`src/rtl/nlc_pkg.sv`:
```
package nlc_pkg;

    localparam int MET_W   = 5;
    localparam int MET_MAX = (1 << MET_W) - 1;
    localparam int THR_LO_DEF = 4;
    localparam int THR_HI_DEF = 16;

    typedef enum logic [1:0] {
        CLS_LOW  = 2'd0,
        CLS_MID  = 2'd1,
        CLS_HIGH = 2'd2
    } nlc_class_e;

    typedef struct packed {
        logic             done;
        logic [MET_W-1:0] metric;
    } nlc_meas_t;

    // Scrambled code-to-line mapping
    function automatic logic [2:0] nlc_decode_line(input logic [2:0] code);
        logic [2:0] ln;
        case (code)
            3'b000:  ln = 3'd4;
            3'b001:  ln = 3'd0;
            3'b010:  ln = 3'd1;
            3'b011:  ln = 3'd2;
            3'b100:  ln = 3'd3;
            3'b101:  ln = 3'd5;
            3'b110:  ln = 3'd7;
            default: ln = 3'd6;
        endcase
        return ln;
    endfunction

    function automatic nlc_class_e nlc_classify(input logic [MET_W-1:0] m,
                                                input logic [MET_W-1:0] lo,
                                                input logic [MET_W-1:0] hi);
        nlc_class_e c;
        if (m >= hi)      c = CLS_HIGH;
        else if (m >= lo) c = CLS_MID;
        else              c = CLS_LOW;
        return c;
    endfunction

    function automatic nlc_class_e nlc_ovr_map(input logic [1:0] code);
        nlc_class_e c;
        case (code)
            2'd0:    c = CLS_LOW;
            2'd1:    c = CLS_MID;
            default: c = CLS_HIGH;
        endcase
        return c;
    endfunction

endpackage

```
`src/rtl/nlc_line_tracker.sv`:
```
module nlc_line_tracker #(
    parameter int LW = 10
) (
    input  logic          clk,
    input  logic          rst,
    input  logic          blank_n,
    input  logic          vsync,
    output logic [LW-1:0] line_idx,
    output logic          line_end,
    output logic          field_start
);
    localparam logic [LW-1:0] LINE_MAX = {LW{1'b1}};

    logic blank_q;
    logic vs_q;

    assign line_end    = blank_q & ~blank_n;
    assign field_start = vsync & ~vs_q;

    always_ff @(posedge clk) begin
        if (rst) begin
            blank_q  <= 1'b0;
            vs_q     <= 1'b0;
            line_idx <= LINE_MAX;
        end else begin
            blank_q <= blank_n;
            vs_q    <= vsync;
            if (field_start)
                line_idx <= '0;
            else if (line_end && line_idx != LINE_MAX)
                line_idx <= line_idx + 1'b1;
        end
    end

endmodule

```
`src/rtl/nlc_noise_acc.sv`:
```
module nlc_noise_acc
    import nlc_pkg::*;
#(
    parameter int DW    = 8,
    parameter int ACC_W = 20,
    parameter int SHIFT = 4
) (
    input  logic          clk,
    input  logic          rst,
    input  logic          restart,
    input  logic          sample_en,
    input  logic          close,
    input  logic [DW-1:0] pix,
    output nlc_meas_t     meas
);
    localparam logic [ACC_W-1:0] MET_LIM = ACC_W'(MET_MAX);

    logic [DW-1:0]    prev;
    logic             have_prev;
    logic [ACC_W-1:0] acc;
    logic [DW-1:0]    diff;
    logic [ACC_W:0]   sum;
    logic [ACC_W-1:0] acc_next;
    logic [ACC_W-1:0] scaled;

    assign diff     = (pix >= prev) ? (pix - prev) : (prev - pix);
    assign sum      = {1'b0, acc} + (ACC_W + 1)'(diff);
    assign acc_next = sum[ACC_W] ? {ACC_W{1'b1}} : sum[ACC_W-1:0];
    assign scaled   = acc >> SHIFT;

    always_ff @(posedge clk) begin
        if (rst) begin
            prev      <= '0;
            have_prev <= 1'b0;
            acc       <= '0;
            meas      <= '0;
        end else begin
            meas.done <= 1'b0;
            if (restart) begin
                acc       <= '0;
                have_prev <= 1'b0;
            end else if (close) begin
                meas.done   <= 1'b1;
                meas.metric <= (scaled > MET_LIM) ? MET_W'(MET_MAX) : scaled[MET_W-1:0];
                acc         <= '0;
                have_prev   <= 1'b0;
            end else if (sample_en) begin
                if (have_prev)
                    acc <= acc_next;
                prev      <= pix;
                have_prev <= 1'b1;
            end
        end
    end

endmodule

```
`src/rtl/nlc_class_sel.sv`:
```
module nlc_class_sel
    import nlc_pkg::*;
(
    input  logic             clk,
    input  logic             rst,
    input  nlc_meas_t        meas,
    input  logic [MET_W-1:0] thr_lo,
    input  logic [MET_W-1:0] thr_hi,
    input  logic             vcr_hold,
    input  logic             ovr_en,
    input  logic [1:0]       ovr_cls,
    output nlc_class_e       cls,
    output logic             cls_valid
);
    nlc_class_e auto_q;

    always_ff @(posedge clk) begin
        if (rst) begin
            auto_q    <= CLS_MID;
            cls_valid <= 1'b0;
        end else begin
            cls_valid <= meas.done;
            if (meas.done && !vcr_hold)
                auto_q <= nlc_classify(meas.metric, thr_lo, thr_hi);
        end
    end

    assign cls = ovr_en ? nlc_ovr_map(ovr_cls) : auto_q;

endmodule

```
`src/rtl/nlc_top.sv`:
```
module nlc_top
    import nlc_pkg::*;
#(
    parameter int DW    = 8,
    parameter int LW    = 10,
    parameter int ACC_W = 20,
    parameter int SHIFT = 4
) (
    input  logic          clk,
    input  logic          rst,
    input  logic [DW-1:0] pix_y,
    input  logic          blank_n,
    input  logic          vsync,
    input  logic [2:0]    line_code,
    input  logic [4:0]    thr_lo,
    input  logic [4:0]    thr_hi,
    input  logic          vcr_hold,
    input  logic          ovr_en,
    input  logic [1:0]    ovr_cls,
    output logic [1:0]    cls,
    output logic          cls_valid
);
    logic [LW-1:0] line_idx;
    logic          line_end;
    logic          field_start;
    logic [LW-1:0] target;
    logic          on_line;
    nlc_meas_t     meas;
    nlc_class_e    cls_e;

    nlc_line_tracker #(.LW(LW)) trk_i (
        .clk(clk), .rst(rst), .blank_n(blank_n), .vsync(vsync),
        .line_idx(line_idx), .line_end(line_end), .field_start(field_start)
    );

    assign target  = LW'(nlc_decode_line(line_code));
    assign on_line = (line_idx == target);

    nlc_noise_acc #(.DW(DW), .ACC_W(ACC_W), .SHIFT(SHIFT)) acc_i (
        .clk(clk), .rst(rst), .restart(field_start),
        .sample_en(blank_n && on_line), .close(line_end && on_line),
        .pix(pix_y), .meas(meas)
    );

    nlc_class_sel sel_i (
        .clk(clk), .rst(rst), .meas(meas), .thr_lo(thr_lo), .thr_hi(thr_hi),
        .vcr_hold(vcr_hold), .ovr_en(ovr_en), .ovr_cls(ovr_cls),
        .cls(cls_e), .cls_valid(cls_valid)
    );

    assign cls = cls_e;

endmodule

```
`config.mk`:
```
export PLATFORM = sky130hd
export DESIGN_NAME = nlc_top
export DESIGN_NICKNAME = d
export VERILOG_FILES = /design/src/rtl/nlc_pkg.sv /design/src/rtl/nlc_line_tracker.sv /design/src/rtl/nlc_noise_acc.sv /design/src/rtl/nlc_class_sel.sv /design/src/rtl/nlc_top.sv
export SDC_FILE = /design/constraint.sdc
export NUM_CORES = 1
export LEC_CHECK = 0
export BUFFER_PORTS_ARGS = -buffer_cell sky130_fd_sc_hd__buf_2
export CAP_MARGIN = 20
export CORE_ASPECT_RATIO = 0.7
export CORE_MARGIN = 10
export CORE_UTILIZATION = 60
export CTS_CLUSTER_DIAMETER = 150
export DETAILED_ROUTE_END_ITERATION = 8
export PLACE_DENSITY_LB_ADDON = 0.05
export SKIP_CTS_REPAIR_TIMING = 1
export SYNTH_ARGS = -nofsm -noshare
export SYNTH_HDL_FRONTEND = slang
export SYNTH_SLANG_ARGS = --single-unit
```
`constraint.sdc`:
```
create_clock -name clk -period 4.7 [get_ports clk]
set_input_delay 0.705 -clock clk [delete_from_list [all_inputs] [get_ports clk]]
set_output_delay 0.705 -clock clk [all_outputs]
set_load 0.1 [all_outputs]
```
==> results.md <==
| Quantity | Value |
|:---|:---|
| Count of standard-cell rows | 23 |
| Chain of cells forming the critical path | buf_2 > inv_1 > ha_1 > inv_1 > fa_1 > a21oi_1 > o211ai_1 > a221o_1 > a211oi_1 > a21oi_1 > xor2_1 > ha_1 > o21a_1 > o211a_1 > o21ai_0 > buf_4 > a2111oi_4 > nand2_1 > a31oi_1 |
| Startpoint type of the worst setup path | input pin |
| Final routed DRC violation total | 0 |
| Register area share after synthesis | 0.2838 |
| Outcome | complete, no violations |
| Clock tree from TritonCTS | built |
| Global-route wire length before repair | 13,580 µm |
| Max Clk Rate | 230.2 MHz |
| Count of nets left with antenna violations after detail routing | 0 |
| Pins Over Slew Limit | 0 |
| Fin nets | 514 |
| Ant. Diodes | 0 |
| Via count of the first global-routing pass | 2,908 |
| Overall die height | 84.15 µm |
| Crit path max fanout | 9 |
| Number of enable flip-flop cells after synthesis | 0 |
| Time the final worst path needs with I/O delays and setup | 4344 ps |
| Hold slack | 474.6 ps |
| Final weighted congestion in routability-driven placement | 0.9528 |
| Number of cells in the finished layout apart from fillers | 524 |
| Post-detailed-route via-to-cell ratio | 5.830 |
| Maximum clock skew at final layout | 13.94 ps |
| Most area-consuming cells after synthesis | dfxtp_1 28%, ha_1 12%, a21o_1 4.5% |
| Clock tree sinks | 50 |
| Slew at the pin closest to its max-slew limit | 803.0 ps |
| Number of max-capacitance violations reported | 0 |
| Most frequently used flop master after synthesis | dfxtp_1 |
| Min-Delay Path Class | flip-flop to flip-flop |
| Proportion of register bits with asynchronous set or reset after synthesis | 0 |
| Clock buffer count from CTS | 5 |
| Skew-Pair Late Insertion Delay | 320 ps |
| Data required, critical path | 4940 ps |
| Maximum number of buffers from clock root to sink | 2 |
| Setup TNS | 0 ps |
| Synth area leader | dfxtp_1 |
| Ratio of final minimum period to clock period | 0.9242 |
| Signal arrival time at the worst endpoint | 4580 ps |
| Via Count | 3,055 |
| I/O pin count | 32 |
| Worst max-slew margin expressed relative to the limit | 0.4622 |
| Synth cell types | 53 |
| Post-Synthesis Net Count | 482 |
| Port bufs | 31 |
| Final Hold Vio Count | 0 |
| Largest net degree at the start of global routing | 31 |
| Final count of negative-setup-slack endpoints | 0 |
| Core region area | 5698 µm² |
| Area Overhead vs Synth | 10.29% |
| Starting utilization of the core area | 0.6190 |
| Synthesized area per cell | 8.479 µm² |
| Slowest cell on the critical path | a221o_1 |
| Post-synthesis sequential element count | 50 |
| Initial detailed-routing violation count | 254 |
| Buf/Inv on CP | 4 |
| Max rail drop VDD | 0.1523 mV |
| Synthesized instance count | 416 |
| Power density of the placed cells | 235.6 nW/µm² |
| Hpwl dp | 6036 µm |
| Root buf cell | clkbuf_8 |
| Congestion Overflow GR | 0 |
| Average wire per cell in the routed design | 14.99 µm |
| Critical Setup Path Class | input pin to flip-flop |
| Leakage power | 1.801 nW |
| Peak per-stage delay on the critical path | 500 ps |
| Commonest cells in the netlist | 50 x dfxtp_1, 40 x inv_1, 34 x ha_1 |
| Worst Setup End Kind | flip-flop |
| Floorplan die area | 9395 µm² |
| Horiz. Die Dim | 111.6 µm |
| Cell with the most instances after synthesis | dfxtp_1 |
| Initial antenna violation count | 0 |
| Summed instance area of the synthesized netlist | 3527 µm² |
| Layout cell share with drive strength beyond 1 | 0.1336 |
| Global-route total usage across every layer | 0.1673 |
| WL final | 7857 µm |
| Share of the synthesized area in the top cell type | 0.2838 |
| Number of warnings issued by yosys | 0 |
| Dpl cells | 516 |
| Number of search-and-repair iterations in the first detailed-routing pass | 5 |
| Critical path's top delay family | compound AO/OA/AOI/OAI gates |
| H-tree depth reported by CTS | 2 |
| Clock input transition at the sequential cells of the worst setup and hold paths | 90 ps |
| Setup repair after global routing missed its margin | no |
placed cells by master (no fill, tap or decap), drive strengths merged, types with 6 or more instances in the layout:
| cell type | netlist | routed |
|---|---|---|
| dfxtp | 50 | 50 |
| inv | 40 | 40 |
| buf | 2 | 38 |
| ha | 34 | 34 |
| a21oi | 30 | 30 |
| a21o | 21 | 21 |
| nor2 | 20 | 20 |
| nand2 | 20 | 20 |
| xnor2 | 14 | 14 |
| mux2i | 13 | 13 |
| o21ai | 13 | 13 |
| nor3 | 12 | 12 |
| a31oi | 11 | 11 |
| a211oi | 9 | 9 |
| nand3 | 9 | 9 |
| nand2b | 8 | 8 |
| and3 | 8 | 8 |
| nor4 | 8 | 8 |
| nand4 | 7 | 7 |
| xor2 | 7 | 7 |
| o21a | 7 | 7 |
| nor2b | 6 | 6 |
per-stage QoR:
step	area [µm²]	total power, W	worst slack [ps]	util
6_report	3890	0.0009163	356.4	0.6827
5_1_grt	3890	0.0009594	16.16	0.6827
4_1_cts	3884	0.0009231	369.1	0.6816
3_5_place_dp	3770	0.0006104	84.42	0.6616
3_3_place_gp	3770	0.0006052	190.9	0.6616
2_1_floorplan	3527	0.0005691	388.3	-
routing by layer:
| layer | global-route usage | vias to the layer above | share of wire |
|---|---|---|---|
| li1 | - | 1561 | - |
| met1 | 0.2359 | 1397 | 0.51 |
| met2 | 0.2423 | 88 | 0.42 |
| met3 | 0.03980 | 9 | 0.058 |
| met4 | 0.05588 | 0 | 0.014 |
| met5 | 0 | - | 0 |
area by class of cell:
cell class                      count  area [µm²]
Tap cell                           75       93.84
Sequential cell                    50        1001
Fill cell                         488        1808
Multi-Input combinational cell    313        2323
Clock buffer                        5       68.82
Timing Repair Buffer               38       207.7
Inverter                           40       150.1
Clock inverter                      3       45.04
state kept, by name, indices dropped and copies added (netlist names):
name	cells
sel_i.cls_valid	1
trk_i.line_idx	10
acc_i.meas	6
acc_i.have_prev	1
acc_i.acc	20
trk_i.vs_q	1
trk_i.blank_q	1
acc_i.prev	8
sel_i.auto_q	2
worst reg2reg max path, stage by stage, from the launching register on:
cell       delay [ps]
dfxtp_1           370
ha_1              170
inv_1              60
fa_1              380
a21oi_1           210
o211ai_1          150
a221o_1           500
a211oi_1          260
a21oi_1            70
xor2_1            160
ha_1              340
o21a_1            170
o211a_1           170
o21ai_0           150
buf_4             190
a2111oi_4         440
nand2_1           150
a31oi_1           160
power by group:
part / total (W) / switching, W / internal, W / leakage [nW]
clock network: 0.000314 / 0.000155 / 0.000159 / 0.0504
logic: 0.000159 / 0.0000912 / 0.0000683 / 1.34
registers: 0.000443 / 0.0000111 / 0.000432 / 0.406
total: 0.000916 / 0.000257 / 0.000659 / 1.80
cells by family (layout without fill, tap and decap cells):
kind of cell,count (synthesis),count (layout),synth area share
AO/OA/AOI/OAI,123,123,0.2412
XOR/XNOR,21,21,0.05215
adder cells (fa/ha/maj),37,37,0.1376
buffers and inverters,53,86,0.05924
flip-flops,50,50,0.2838
multiplexers,15,15,0.04328
AND/OR/NAND/NOR,117,117,0.1827
final timing paths:
path         cells past startpoint  slack [ps]          start         endpoint
max                             19         360       pix_y[0]    acc_i.acc[13]
min                              1         470  acc_i.meas[5]  sel_i.cls_valid
max reg2reg                     17         530  acc_i.prev[0]    acc_i.acc[13]
min reg2reg                      1         470  acc_i.meas[5]  sel_i.cls_valid
Power figures use the tool's default switching activity.
